File: src/rtl/vsu_pkg.sv
// Package: shared constants, address arithmetic and types of the vector
// substitution unit. Assumes an 8-bit register port and 16-bit addresses.
package vsu_pkg;
    localparam int DATA_W  = 8;
    localparam int VEC_W   = 16;
    localparam int N_SRC   = 8;
    localparam int SRC_W   = $clog2(N_SRC);
    localparam int SLOT_W  = 3;
    localparam int N_SLOT  = 5;
    localparam int BYTES_PER_VEC = VEC_W / DATA_W;

    localparam logic [7:0] CTRL_ADDR  = 8'h9B;
    localparam logic [7:0] CTRL_RESET = 8'h02;
    localparam int         MODE_BIT   = 2;
    localparam logic [7:0] TABLE_BASE = 8'hA4;
    localparam logic [7:0] FIXED_PAGE = 8'hFF;
    localparam logic [SLOT_W-1:0] SLOT_EXT0 = 3'd0;
    localparam logic [SLOT_W-1:0] SLOT_EXT1 = 3'd2;

    // Low-byte address of source i: pairs of entries per 8-byte group.
    function automatic logic [7:0] vec_lo_addr(input int i);
        vec_lo_addr = TABLE_BASE + 8'((i / 2) * 8 + (i % 2) * 2);
    endfunction

    // Decoded table selection for one register access.
    typedef struct packed {
        logic             hit;
        logic [SRC_W-1:0] idx;
        logic             hi;
    } tbl_sel_t;
endpackage

File: src/rtl/vsu_sfr_decode.sv
// Module: address decoder for the register port. Maps an address to the
// control byte or to one byte of one table entry. Purely combinational.
module vsu_sfr_decode
    import vsu_pkg::*;
#(
    parameter int NSRC = N_SRC
) (
    input  logic [7:0] addr,
    output logic       ctrl_hit,
    output tbl_sel_t   sel
);
    localparam int IW = $clog2(NSRC);

    logic [NSRC-1:0] lo_hit;
    logic [NSRC-1:0] hi_hit;

    // One comparator pair per table entry.
    for (genvar g = 0; g < NSRC; g++) begin : g_cmp
        assign lo_hit[g] = (addr == vec_lo_addr(g));
        assign hi_hit[g] = (addr == vec_lo_addr(g) + 8'd1);
    end

    // Encode the one-hot hits into an entry index and a byte select.
    always_comb begin
        sel = '0;
        for (int i = 0; i < NSRC; i++) begin
            if (lo_hit[i] || hi_hit[i]) begin
                sel.hit = 1'b1;
                sel.idx = IW'(i);
                sel.hi  = hi_hit[i];
            end
        end
    end

    assign ctrl_hit = (addr == CTRL_ADDR);

    // The byte select must always come from an actual hit.
    always_comb begin
        a_r2_single_entry: assert ($onehot0({lo_hit, hi_hit}));
    end
endmodule

File: src/rtl/vsu_ctrl_reg.sv
// Module: control byte holding the vectoring mode bit. Assumes the writer
// has already qualified the write with the address decode.
module vsu_ctrl_reg
    import vsu_pkg::*;
(
    input  logic              clk,
    input  logic              rst_n,
    input  logic              wr_en,
    input  logic [DATA_W-1:0] wdata,
    output logic [DATA_W-1:0] ctrl_q,
    output logic              ext_mode
);
    // Store the whole byte so software reads back what it wrote.
    always_ff @(posedge clk) begin
        if (!rst_n)     ctrl_q <= CTRL_RESET;
        else if (wr_en) ctrl_q <= wdata;
    end

    assign ext_mode = ctrl_q[MODE_BIT];

    a_r3_ctrl_hold: assert property (@(posedge clk) disable iff (!rst_n)
        !wr_en |=> $stable(ctrl_q));
endmodule

File: src/rtl/vsu_vec_table.sv
// Module: table of per-source service addresses, written a byte at a time.
// Presents every entry in parallel and the addressed byte for reads.
module vsu_vec_table
    import vsu_pkg::*;
#(
    parameter int NSRC = N_SRC,
    parameter int VW   = VEC_W,
    parameter int DW   = DATA_W
) (
    input  logic             clk,
    input  logic             rst_n,
    input  logic             wr_en,
    input  tbl_sel_t         sel,
    input  logic [DW-1:0]    wdata,
    output logic [NSRC*VW-1:0] vec_flat,
    output logic [DW-1:0]    rd_byte
);
    localparam int NB = VW / DW;

    // One register per byte of each entry.
    for (genvar e = 0; e < NSRC; e++) begin : g_ent
        for (genvar b = 0; b < NB; b++) begin : g_byte
            logic [DW-1:0] q;
            // Update this byte when the decode selects it.
            always_ff @(posedge clk) begin
                if (!rst_n)
                    q <= '0;
                else if (wr_en && sel.idx == e[SRC_W-1:0] && int'(sel.hi) == b)
                    q <= wdata;
            end
            assign vec_flat[e*VW + b*DW +: DW] = q;
        end
    end

    // Read the selected byte of the selected entry.
    always_comb begin
        rd_byte = vec_flat[int'(sel.idx)*VW + int'(sel.hi)*DW +: DW];
    end

    a_r4_table_hold: assert property (@(posedge clk) disable iff (!rst_n)
        !wr_en |=> $stable(vec_flat));
endmodule

File: src/rtl/vsu_jump_select.sv
// Module: picks and registers the jump target for an acknowledged slot.
// Assumes ack_src is the arbitration winner for the acknowledged channel.
module vsu_jump_select
    import vsu_pkg::*;
#(
    parameter int NSRC = N_SRC,
    parameter int VW   = VEC_W
) (
    input  logic                clk,
    input  logic                rst_n,
    input  logic                ext_mode,
    input  logic                ack_valid,
    input  logic [SLOT_W-1:0]   ack_slot,
    input  logic [SRC_W-1:0]    ack_src,
    input  logic [1:0]          ext_en,
    input  logic [NSRC-1:0]     mask_ch0,
    input  logic [NSRC-1:0]     mask_ch1,
    input  logic [NSRC*VW-1:0]  vec_flat,
    output logic [VW-1:0]       jmp_addr,
    output logic                jmp_valid
);
    logic          slot_ok;
    logic          is_ext;
    logic          chan;
    logic          mask_bit;
    logic          take_ext;
    logic          accept;
    logic [VW-1:0] basic_addr;
    logic [VW-1:0] entry;

    // Classify the acknowledge and choose between table and fixed page.
    always_comb begin
        slot_ok    = (int'(ack_slot) < N_SLOT);
        is_ext     = (ack_slot == SLOT_EXT0) || (ack_slot == SLOT_EXT1);
        chan       = (ack_slot == SLOT_EXT1);
        mask_bit   = chan ? mask_ch1[ack_src] : mask_ch0[ack_src];
        take_ext   = ext_mode && is_ext && ext_en[chan] && mask_bit;
        accept     = ack_valid && slot_ok;
        basic_addr = {FIXED_PAGE, 2'b00, ack_slot, 3'b011};
        entry      = vec_flat[int'(ack_src)*VW +: VW];
    end

    // Register the target so it appears one cycle after the acknowledge.
    always_ff @(posedge clk) begin
        if (!rst_n) begin
            jmp_addr  <= '0;
            jmp_valid <= 1'b0;
        end else begin
            jmp_valid <= accept;
            if (accept) jmp_addr <= take_ext ? entry : basic_addr;
        end
    end

    a_r10_strobe_follows: assert property (@(posedge clk) disable iff (!rst_n)
        accept |=> jmp_valid);
    a_r10_no_spurious: assert property (@(posedge clk) disable iff (!rst_n)
        !accept |=> !jmp_valid);
    a_r11_addr_hold: assert property (@(posedge clk) disable iff (!rst_n)
        !accept |=> $stable(jmp_addr));
    a_r6_table_entry: assert property (@(posedge clk) disable iff (!rst_n)
        (accept && take_ext) |=> jmp_addr == $past(entry));
    a_r9_fixed_page: assert property (@(posedge clk) disable iff (!rst_n)
        (accept && !is_ext) |=> jmp_addr[VW-1:8] == FIXED_PAGE);
endmodule

File: src/rtl/irq_vector_subst.sv
// Module: top of the interrupt vector substitution unit. Joins the register
// port decode, control byte, vector table and jump selection.
module irq_vector_subst
    import vsu_pkg::*;
(
    input  logic        clk,
    input  logic        rst_n,
    input  logic [7:0]  sfr_addr,
    input  logic        sfr_wr,
    input  logic [7:0]  sfr_wdata,
    input  logic        sfr_rd,
    output logic [7:0]  sfr_rdata,
    input  logic        ack_valid,
    input  logic [2:0]  ack_slot,
    input  logic [2:0]  ack_src,
    input  logic [1:0]  ext_en,
    input  logic [7:0]  mask_ch0,
    input  logic [7:0]  mask_ch1,
    output logic [15:0] jmp_addr,
    output logic        jmp_valid
);
    logic                  ctrl_hit;
    tbl_sel_t              sel;
    logic [DATA_W-1:0]     ctrl_q;
    logic                  ext_mode;
    logic [N_SRC*VEC_W-1:0] vec_flat;
    logic [DATA_W-1:0]     tbl_byte;

    vsu_sfr_decode #(.NSRC(N_SRC)) u_dec (
        .addr     (sfr_addr),
        .ctrl_hit (ctrl_hit),
        .sel      (sel)
    );

    vsu_ctrl_reg u_ctrl (
        .clk      (clk),
        .rst_n    (rst_n),
        .wr_en    (sfr_wr && ctrl_hit),
        .wdata    (sfr_wdata),
        .ctrl_q   (ctrl_q),
        .ext_mode (ext_mode)
    );

    vsu_vec_table #(.NSRC(N_SRC), .VW(VEC_W), .DW(DATA_W)) u_tbl (
        .clk      (clk),
        .rst_n    (rst_n),
        .wr_en    (sfr_wr && sel.hit),
        .sel      (sel),
        .wdata    (sfr_wdata),
        .vec_flat (vec_flat),
        .rd_byte  (tbl_byte)
    );

    vsu_jump_select #(.NSRC(N_SRC), .VW(VEC_W)) u_sel (
        .clk       (clk),
        .rst_n     (rst_n),
        .ext_mode  (ext_mode),
        .ack_valid (ack_valid),
        .ack_slot  (ack_slot),
        .ack_src   (ack_src),
        .ext_en    (ext_en),
        .mask_ch0  (mask_ch0),
        .mask_ch1  (mask_ch1),
        .vec_flat  (vec_flat),
        .jmp_addr  (jmp_addr),
        .jmp_valid (jmp_valid)
    );

    // Read mux: control byte, table byte, or zero for unmapped addresses.
    always_comb begin
        if (!sfr_rd)       sfr_rdata = '0;
        else if (ctrl_hit) sfr_rdata = ctrl_q;
        else if (sel.hit)  sfr_rdata = tbl_byte;
        else               sfr_rdata = '0;
    end

    always_comb begin
        a_r4_unmapped_zero: assert (!(sfr_rd && !ctrl_hit && !sel.hit) || sfr_rdata == 8'h00);
    end
endmodule

File: config.mk
export PLATFORM = sky130hd
export DESIGN_NAME = irq_vector_subst
export DESIGN_NICKNAME = d
export VERILOG_FILES = /design/src/rtl/vsu_pkg.sv /design/src/rtl/vsu_sfr_decode.sv /design/src/rtl/vsu_ctrl_reg.sv /design/src/rtl/vsu_vec_table.sv /design/src/rtl/vsu_jump_select.sv /design/src/rtl/irq_vector_subst.sv
export SDC_FILE = /design/constraint.sdc
export NUM_CORES = 1
export LEC_CHECK = 0
export BUFFER_PORTS_ARGS = -buffer_cell sky130_fd_sc_hd__buf_2
export CAP_MARGIN = 0
export CORE_MARGIN = 2
export CORE_UTILIZATION = 50
export CTS_BUF_LIST = sky130_fd_sc_hd__clkbuf_4 sky130_fd_sc_hd__clkbuf_8
export DETAILED_ROUTE_END_ITERATION = 6
export PLACE_DENSITY = 0.69
export SYNTH_ARGS = -nofsm -noshare
export SYNTH_HDL_FRONTEND = slang
export SYNTH_SLANG_ARGS = --single-unit
File: constraint.sdc
create_clock -name clk -period 2.3 [get_ports clk]
set_input_delay 0.23 -clock clk [delete_from_list [all_inputs] [get_ports clk]]
set_output_delay 0.23 -clock clk [all_outputs]
set_load 0.005 [all_outputs]
## Yosys cells after proc, flatten, opt, wreduce, memory -nomap -nowiden

Index checks and enable logic that the tools add are counted.

| storage, ports and cells | value |
|---|---|
| register bits after elaboration | 153 |
| input bits | 45 |
| output and inout port bits | 25 |
| word-level logic and storage cells | 111 |

| cells by class | value |
|---|---|
| $add $sub $neg | 1 |
| magnitude comparators | 3 |
| equality and inequality tests | 25 |
| shift operators | 2 |
| multiplexer cells | 19 |
| bitwise operators | 1 |
| reduce and logical (&&, ||, !) cells | 41 |

Operators by type and width:

| operator | number |
|---|---|
| == test 8 bit, second input constant | 17 |
| variable part select 128 x 32 -> 8 bit | 1 |
| variable part select 128 x 8 -> 16 bit | 1 |
| 2-to-1 mux 5 bit | 8 |
| logical AND 1 bit | 30 |
| 2-to-1 mux 8 bit | 3 |
| 2-to-1 mux 16 bit | 1 |
| == test 3 bit, second input constant | 4 |
| == test 3 x 2 -> 1 bit, second input constant | 3 |
| logical OR 1 bit | 9 |
| adder 7 x 4 -> 8 bit | 1 |
| binary-select mux 1 bit (select 3 bit) | 2 |
| logical NOT 3 bit | 2 |
| 2-to-1 mux 1 bit | 5 |
| < comparator 3 x 4 -> 1 bit, second input constant | 1 |
| == test 3 x 1 -> 1 bit, second input constant | 1 |
| < comparator 3 bit, second input constant | 1 |
| < comparator 1 x 2 -> 1 bit, second input constant | 1 |
| inverter 1 bit | 1 |

## Longest topological paths before layout

Gate-level depths: netlist (run 1).

| depth | value |
|---|---|
| depth in word-level cells | 15 |
| gate-level depth with buffers | 7 |
| gate-level depth less buffers | 5 |

## By module

From an unflattened synthesis (run 1), not the netlist that was laid out.

| unflattened totals | value |
|---|---|
| cells, all modules | 818 |
| area total of the unflattened synthesis | 8,296.7 µm² |

By module, submodules not included:

| module | times used | cells each | area each (µm²) | seq. area each (µm²) |
|---|---|---|---|---|
| vsu_vec_table | 1 | 627 | 5,988.2 | 2,562.5 |
| vsu_jump_select | 1 | 140 | 1,793.0 | 340.3 |
| vsu_ctrl_reg | 1 | 26 | 306.5 | 160.2 |
| irq_vector_subst | 1 | 17 | 148.9 | 0.0 |
| vsu_sfr_decode | 1 | 8 | 60.1 | 0.0 |

## Worst setup path after synthesis (run 1)

Ideal clock, no wire load.

| timing | value |
|---|---|
| path kind | input to output |
| start point | in sfr_addr[6] |
| end point | out sfr_rdata[6] |
| arrival time | 1.469 ns |
| required time | 2.070 ns |
| path slack | 0.601 ns |
| cell stages on the path | 7 |
| buffers on the path | 2 |
| cell sequence | and4b_4 buf_6 nand2_8 buf_4 a211oi_1 nor4_1 a211o_1 |

| on the way | value |
|---|---|
| cells in the longest elaborated chain, start to end | 15 |
| elaborated cells on any way between the ends | 38 |
| those cells by class | 1 x add/sub; 17 x eq/ne; 1 x shift; 11 x mux; 8 x reduce/logical |

RTL lines:

| what | line | source |
|---|---|---|
| from (decl) | irq_vector_subst.sv:8 | `input logic [7:0] sfr_addr,` |
| == test 8 bit, on equally long branches | vsu_sfr_decode.sv:19, vsu_sfr_decode.sv:20 |  |
| logical OR 1 bit | vsu_sfr_decode.sv:27 | `if (lo_hit[i] \|\| hi_hit[i]) begin` |
| 2-to-1 mux 5 bit (8 in series) | vsu_sfr_decode.sv:27 |  |
| adder 7 x 4 -> 8 bit | vsu_vec_table.sv:37 | `rd_byte = vec_flat[int'(sel.idx)*VW + int'(sel.hi)*DW +: DW];` |
| variable part select 128 x 32 -> 8 bit | vsu_vec_table.sv:37 |  |
| 2-to-1 mux 8 bit | irq_vector_subst.sv:73 | `else if (sel.hit) sfr_rdata = tbl_byte;` |
| 2-to-1 mux 8 bit * | irq_vector_subst.sv:72 | `else if (ctrl_hit) sfr_rdata = ctrl_q;` |
| 2-to-1 mux 8 bit * | irq_vector_subst.sv:71 | `if (!sfr_rd) sfr_rdata = '0;` |
| to (decl) | irq_vector_subst.sv:12 | `output logic [7:0] sfr_rdata,` |

Every way passes the cells marked *; elsewhere a longest branch is shown, timed or not.

## Final worst setup path (run 1)

| timing | value |
|---|---|
| start point | in sfr_addr[6] |
| end point | out sfr_rdata[4] |

The elaborated chain is that of the path after synthesis.

==> metrics.md, run 1 <==
| Metric | Value |
|---|---|
| Outcome | finished, final reports clean |
| Worst skew pair latency | 0.47 ns |
| Met2 usage | 45.5% |
| Lkg Pwr | 0.00358 uW |
| FMAX | 441 MHz |
| DR WL/cell | 22.1 um |
| R2R Setup Slk | 0.50 ns |
| # rows | 47 |
| First-pass DRT Iterations | 5 |
| Ys Warns | 0 |
| Most frequent cell on the critical path | buf_2 |
| Antenna violations before repair | 0 |
| Slew Limit Headroom | 57.3% |
| Final Setup Violations | 0 |
| 1st-iter DRT viols | 875 |
| Final clock period utilization by the worst path | 98.7% |
| Final min period | 2.27 ns |
| R2r endpoint | u_sel.jmp_addr[4] |
| Dpl hpwl | 17.9 mm |
| Unique cell type count in the Yosys netlist | 67 |
| Vias per cell | 6.46 |
| Post-synth net total | 987 |
| Final instance area | 0.00940 mm^2 |
| Reg2Reg Depth | 4 |
| Largest net degree at the start of global routing | 44 |
| GRT Resource Usage Total | 30.5% |
| Worst vdd ir | 0.413 mV |
| Dpl cell area | 0.00889 mm^2 |
| CP cell instances | buf_2 > and4b_4 > buf_12 > nand2_4 > a211oi_1 > nor4_2 > a221o_1 > buf_2 |
| Worst setup EP type | primary output |
| FF-to-FF Start | u_ctrl.ctrl_q[2] |
| Sequential area share after synthesis | 37.0% |
| Yosys reg bits | 153 |
| Worst-path clk slew | 0.08 ns |
| Min-delay src | ack_slot[0] |
| Count of flip-flops with a built-in enable after synthesis | 0 |
| GRT busiest layer | met2 |
| Clk_skew | 0.0102 ns |
| Total gr overflow | 0 |
| CP Data Required Time | 2.07 ns |
| Die Area | 0.0176 mm^2 |
| Clock Path Buffers | 2 |
| Area delta synth->final | 13.7% |
| Vias in the first global route | 7306 |
| Routed via count | 7862 |
| Most common cell after layout, fill and taps aside | dfxtp_1 |
| Final-report hold violation count | 0 |
| Met1 Use GR | 40.8% |
| FILL cells | 1513 |
| Cell count after synthesis | 942 |
| Clk sink count | 153 |
| Clock Tree Root | clkbuf_8 |
| Top_reg_cell synth | dfxtp_1 |
| Sum Neg Setup Slack | 0 ns |
| Worst-Margin Slew | 0.638 ns |
| CORE AREA | 0.0163 mm^2 |
| Met3 Use GR | 6.93% |
| DRC errors left | 0 |
| Hold WS | 0.0371 ns |
| Die width | 133 um |
| Setup CP Type | primary input to primary output |
| CTS tree | done |
| GPL Wtd Cong | 0.893 |
| Fin. max-slew vios | 0 |
| Worst path max stage delay | 0.45 ns |
| Final WL | 26.9 mm |
| PwrDens | 574 mW/mm^2 |
| Startpoint types | primary input |
| Die height | 133 um |
| Max_cap viols | 0 |
| # diodes | 0 |
| First-pass GRT wire length | 41.3 mm |
| Cts bufs inserted | 17 |
| Hold crit path type | primary input to register |
| Critical Path AT | 2.04 ns |
| IO Port Bufs | 69 |
| DRT antenna net count | 0 |
| H-tree depth | 4 |
| Final nets | 1029 |
| CP max stage cell | and4b_4 |
| Worst Hold Depth | 2 |
| Cts hold-fix bufs | 0 |
| Initial Util | 50.6% |
| Netlist Area Pre-Place | 0.00827 mm^2 |
| Syn_area_per_cell | 8.78 um^2 |
| Max FO, Critical Path | 21 |
| Overall Power | 5390 uW |
| Most frequent cells in the layout | dfxtp_1 (153), nand2_1 (126), a21oi_1 (108), o21ai_0 (73), buf_2 (69) |
| Asr flop ratio synth | 0% |
| Hold Path End | u_sel.jmp_addr[3] |
| I/O pin cnt | 70 |
| Ratio of cells with drive above 1 in the final layout | 23.3% |
-- synthesized netlist by cell type (2+ instances only) --
cell type | instances | area share (%)
buf_1 | 4 | 0.18
a31oi_1 | 12 | 0.91
a221oi_1 | 3 | 0.32
nor2b_1 | 4 | 0.30
o2111ai_1 | 2 | 0.21
nand2_1 | 126 | 5.7
nor3_1 | 2 | 0.12
inv_1 | 5 | 0.23
buf_6 | 8 | 1.1
and3_2 | 4 | 0.36
nor4_1 | 11 | 0.83
and2_1 | 4 | 0.30
o21ai_0 | 74 | 4.5
o31ai_1 | 2 | 0.18
mux2i_1 | 58 | 7.0
a211o_1 | 6 | 0.64
or3_1 | 2 | 0.15
and3_1 | 38 | 2.9
nand2_2 | 5 | 0.38
clkbuf_8 | 3 | 0.50
nand2b_1 | 2 | 0.15
buf_2 | 18 | 1.1
nand3_1 | 63 | 3.8
a211oi_2 | 6 | 0.91
buf_4 | 5 | 0.45
mux2_2 | 11 | 1.5
nor2_4 | 3 | 0.41
nand4b_1 | 2 | 0.21
a211oi_1 | 34 | 3.1
a21oi_1 | 108 | 6.5
dfxtp_1 | 153 | 37
mux4_2 | 34 | 9.3
nor2_1 | 44 | 2.0
clkbuf_1 | 53 | 2.4
-- sequential cells by signal (all words and copies together) (netlist names) --
name / count
u_tbl.g_ent.g_byte.q: 128
u_ctrl.ctrl_q: 8
u_sel.jmp_valid: 1
u_sel.jmp_addr: 16
-- critical path: cells and delay by family --
family	cells	cell delay (ns)
simple gates	3	0.74
compound gates	2	0.68
buf+inv	3	0.39
-- layer usage --
layer	up-vias	wire length, um
met3	91	2730
li1	3530	-
met2	517	12000
met5	-	0
met1	3724	11000
met4	0	1140
-- stage by stage --
step,setup slack [ns],cells,utilization (%)
6_report,0.0300,1217,57.5
5_1_grt,-0.0212,1217,57.5
4_1_cts,0.0157,1213,57.1
3_5_place_dp,0.0711,1181,54.4
3_3_place_gp,0.0776,1181,54.4
2_1_floorplan,0.601,942,-
-- cell families after synthesis --
logic type,count (synthesis),synth area share [%]
AO/OA/AOI/OAI,260,18.7
AND/OR/NAND/NOR,328,20.3
buffers and inverters,98,6.22
flip-flops,153,37.0
multiplexers,103,17.8
-- power breakdown --
part	leakage [uW]	total (uW)	internal (uW)	switching, uW
clock	0.000216	2280	1220	1070
combinational	0.00213	431	154	277
sequential	0.00124	2680	2670	10.4
total	0.00358	5390	4040	1360
-- area by class of cell --
| class | count | area (um^2) | share of cell area (%) |
|---|---|---|---|
| repair buffers | 115 | 866 | 9.21 |
| clock inverters | 14 | 196 | 2.09 |
| flip-flops and latches | 153 | 3060 | 32.6 |
| multi-input cells | 692 | 4730 | 50.3 |
| well taps | 220 | 275 | 2.93 |
| inverters | 5 | 21.3 | 0.226 |
| clock buffers | 18 | 248 | 2.63 |
-- worst max path at each step --
stage	startpoint	end	slack (ns)
finish	sfr_addr[6]	sfr_rdata[4]	0.03
global placement	sfr_addr[6]	sfr_rdata[4]	0.08
floorplan	sfr_addr[6]	sfr_rdata[6]	0.60
global route	sfr_addr[6]	sfr_rdata[4]	-0.02
detailed placement	sfr_addr[6]	sfr_rdata[3]	0.07
CTS	sfr_addr[6]	sfr_rdata[2]	0.02
-- timing repair --
item / CTS / global route
endpoints found under the setup margin: 0 / 5
gates resized for setup: 0 / 4
buffers inserted: 0 / 3
(Power assumes the default switching activity.)
==> run 2, diff against run 1 <==
- ABC_AREA: unset -> 1
- CORE_MARGIN: 2 -> unset
==> run 2 against run 1 <==
Effect of this change: the run now ends with DRC, setup timing left; sequential power hardly changed; via count rose by 19%; power fell by 2.1%; clock skew rose by 0.00086 ns; maximum frequency shrank 2.7%; combinational power grew 51%; global-route usage is 3.7 points higher; worst hold slack gained 0.013 ns; synthesized cell count rose by 39%; sequential share of layout area shrank 2.4 points; register-to-register slack improved by 0.15 ns; count of clock-buffer cells in the layout is the same; critical endpoint is now sfr_rdata[1]; largest power group unchanged.
==> metrics.md, run 2 <==
| Metric | Value |
|---|---|
| CP Data Required Time | 2.07 ns (about the same) |
| DRT antenna net count | 0 (unchanged) |
| FILL cells | 1633 (was 1513) |
| Most common cell after layout, fill and taps aside | nand2_1 (was dfxtp_1) |
| Antenna violations before repair | 0 (unchanged) |
| First-pass GRT wire length | 45.9 mm (was 41.3 mm) |
| Ys Warns | 0 (unchanged) |
| Final WL | 29.9 mm (was 26.9 mm) |
| Clk sink count | 153 (unchanged) |
| Cts bufs inserted | 17 (unchanged) |
| Area of the multi-input gates | 0.00483 mm^2 (was 0.00473 mm^2) |
| Vias in the first global route | 8203 (was 7306) |
| Final Setup Violations | 4 (was 0) |
| Final nets | 1435 (was 1029) |
| Slew Limit Headroom | 64.0% (was 57.3%) |
| Most frequent cells in the layout | nand2_1 (209), nor2_1 (203), o21ai_0 (155), dfxtp_1 (153), nand3_1 (134) (was dfxtp_1 (153), nand2_1 (126), a21oi_1 (108), o21ai_0 (73), buf_2 (69)) |
| Lkg Pwr | 0.00409 uW (was 0.00358 uW) |
| Worst vdd ir | 0.557 mV (was 0.413 mV) |
| Dpl ws | -0.104 ns (was 0.0711 ns) |
| Seq pwr share | 50.7% (was 49.6%) |
| Yosys reg bits | 153 (unchanged) |
| Max_cap viols | 0 (unchanged) |
| Worst-Margin Slew | 0.540 ns (was 0.638 ns) |
| Top_reg_cell synth | dfxtp_1 (unchanged) |
| H-tree depth | 4 (unchanged) |
| Die width | 132 um (was 133 um) |
| Netlist Area Pre-Place | 0.00845 mm^2 (was 0.00827 mm^2) |
| Unique cell type count in the Yosys netlist | 36 (was 67) |
| Worst setup EP type | primary output (unchanged) |
| Syn_area_per_cell | 6.45 um^2 (was 8.78 um^2) |
| Startpoint types | primary input (unchanged) |
| Vias per cell | 5.77 (was 6.46) |
| FMAX | 429 MHz (was 441 MHz) |
| PwrDens | 521 mW/mm^2 (was 574 mW/mm^2) |
| Dpl hpwl | 20.4 mm (was 17.9 mm) |
| DR WL/cell | 18.4 um (was 22.1 um) |
| Outcome | complete, but fails checks (was finished, final reports clean) |
| I/O pin cnt | 70 (unchanged) |
| Max FO, Critical Path | 8 (was 21) |
| # rows | 47 (unchanged) |
| Critical Path AT | 2.10 ns (was 2.04 ns) |
| Crit. Startpoint | sfr_addr[4] (was sfr_addr[6]) |
| Cell count after synthesis | 1311 (was 942) |
| DRC errors left | 6 (was 0) |
| Clk_skew | 0.0111 ns (was 0.0102 ns) |
| 1st-iter DRT viols | 1119 (was 875) |
| Post-synth net total | 1356 (was 987) |
| Largest net degree at the start of global routing | 119 (was 44) |
| Pint | 3700 uW (was 4040 uW) |
| Initial Util | 51.2% (was 50.6%) |
| Final-report hold violation count | 0 (unchanged) |
| Unrepaired setup endpoints after global routing | yes |
| GRT Resource Usage Total | 34.1% (was 30.5%) |
| Most common cell in the netlist | nand2_1 (was dfxtp_1) |
| Setup CP Type | primary input to primary output (unchanged) |
| Setup WS post-layout | -0.0329 ns (was 0.0300 ns) |
| Ratio of cells with drive above 1 in the final layout | 19.7% (was 23.3%) |
| Routed via count | 9362 (was 7862) |
| Clock share of power | 36.9% (was 42.4%) |
| Overall Power | 5280 uW (was 5390 uW) |
| Top flop regs | u_tbl.g_ent.g_byte.q: 128 flops, u_sel.jmp_addr: 16 flops, u_ctrl.ctrl_q: 8 flops (unchanged) |
| Die Area | 0.0174 mm^2 (was 0.0176 mm^2) |
| Failing checks | DRC, setup timing |
| Sequential area share after synthesis | 36.2% (was 37.0%) |
| Worst-path clk slew | 0.08 ns (about the same) |
| DP Cell Count | 1574 (was 1181) |
| Die height | 132 um (was 133 um) |
| Fin. max-slew vios | 0 (unchanged) |
| CTS tree | done (unchanged) |
| Final clock period utilization by the worst path | 101% (was 98.7%) |
| Max reg flops | 128 (unchanged) |
| Net Sw Frac | 30.0% (was 25.1%) |
| Sum Neg Setup Slack | -0.0749 ns (was 0 ns) |
| Sequential Area | 0.00306 mm^2 (unchanged) |
| Asr flop ratio synth | 0% (unchanged) |
| Count of flip-flops with a built-in enable after synthesis | 0 (unchanged) |
| Clock Tree Root | clkbuf_8 (unchanged) |
| Fin cells | 1623 (was 1217) |
| Area delta synth->final | 20.0% (was 13.7%) |
| Top reg by flops | u_tbl.g_ent.g_byte.q (unchanged) |
| First-pass DRT Iterations | 7 (was 5) |
| IO Port Bufs | 69 (unchanged) |
| Gate power share | 12.3% (was 8.0%) |
| Area leader, netlist | dfxtp_1 (unchanged) |
| Net Sw Power | 1590 uW (was 1360 uW) |
| Final min period | 2.33 ns (was 2.27 ns) |
| Clock Path Buffers | 2 (unchanged) |
| # diodes | 0 (unchanged) |
| Commonest cells post-synth | nand2_1 (222), nor2_1 (210), o21ai_0 (155) (was dfxtp_1 (153), nand2_1 (126), a21oi_1 (108)) |
| GPL Wtd Cong | 0.950 (was 0.893) |
| Cts hold-fix bufs | 0 (unchanged) |
| Top post-synthesis cells by area | dfxtp_1 (36%), nand2_1 (9.9%), nor2_1 (9.3%) (was dfxtp_1 (37%), mux4_2 (9.3%), mux2i_1 (7.0%)) |
| Yosys top cell area share | 36.2% (was 37.0%) |
| Hold crit path type | primary input to register (unchanged) |
| Total gr overflow | 0 (unchanged) |
| Min-delay src | ack_slot[0] (unchanged) |
| Hold WS | 0.0499 ns (was 0.0371 ns) |
| Worst skew pair latency | 0.48 ns (was 0.47 ns) |
| CORE AREA | 0.0165 mm^2 (was 0.0163 mm^2) |
| FF-to-FF Start | u_ctrl.ctrl_q[2] (unchanged) |
## run 2: cell count changes after synthesis, sizes merged, moves of 42 or more
cell / previous run / this run
nor2: 48 / 223
o21ai: 75 / 209
nand2: 132 / 233
inv: 5 / 91
nand3: 63 / 143
mux2i: 58 / 0
and3: 42 / 0
## run 2: metrics by stage
step           cell area, um^2  util (%)
5_1_grt                  10100      61.4
6_report                 10100      61.4
2_1_floorplan             8450         -
4_1_cts                   9980      60.4
3_3_place_gp              9320      56.4
3_5_place_dp              9320      56.4
## run 2: kinds of logic (layout without fill, tap and decap cells)
kind of cell	after synthesis	after routing	synth area share (%)
compound gates	371	371	23.0
simple gates	607	607	32.0
buf+inv	180	272	8.78
flops	153	153	36.2
## run 2: area by class of cell
class                           count  area share (%)
Inverter                           93            3.56
Multi-Input combinational cell    978            47.6
Clock buffer                       18            2.44
Tap cell                          220            2.71
Clock inverter                     14            1.17
Sequential cell                   153            30.2
Timing Repair Buffer              147            12.3
## run 2: path summary, 6_finish.rpt
| path | endpoint | slack (ns) | cells after the start |
|---|---|---|---|
| min reg2reg | u_ctrl.ctrl_q[6] | 0.47 | 2 |
| max reg2reg | u_sel.jmp_addr[5] | 0.65 | 6 |
| min | u_sel.jmp_addr[3] | 0.05 | 3 |
| max | sfr_rdata[1] | -0.03 | 17 |
## run 2: repair_timing
action | CTS | global route
endpoints found under the setup margin | 8 | 8
cloned | 4 | 1
pin swaps | 17 | 23
buffers inserted | 6 | 6
resized for setup | 36 | 29
## run 2: worst max-delay path, cell delays in order
cell and delay (ns):
buf_4 0.13, inv_2 0.07, nand2_4 0.07, nor2_4 0.12, nand2_1 0.09, nand2_1 0.09, nor2_2 0.05, nand3_4 0.11
buf_12 0.17, clkbuf_16 0.16, nand2_1 0.07, nand3_1 0.09, o21ai_1 0.08, o21ai_2 0.16, nand3_2 0.13, a21oi_1 0.14
buf_2 0.12
## run 2: power groups by stage
stage                     registers (uW)  logic, uW  clock network [uW]
after global placement              2740        581                   0
after floorplan                     2740        344                   0
after detailed placement            2740        584                   0
after global routing                2680        699                2080
after CTS                           2680        618                1970
final                               2680        650                1950
## run 2: per-layer routing
metal	vias up	part of all wire (%)	routed length [um]	track usage [%]
li1	4503	-	-	-
met1	4302	43	12900	48.4
met2	485	42	12500	48.2
met3	72	11	3380	8.42
met4	0	3.9	1160	16.1
met5	-	0	0	0
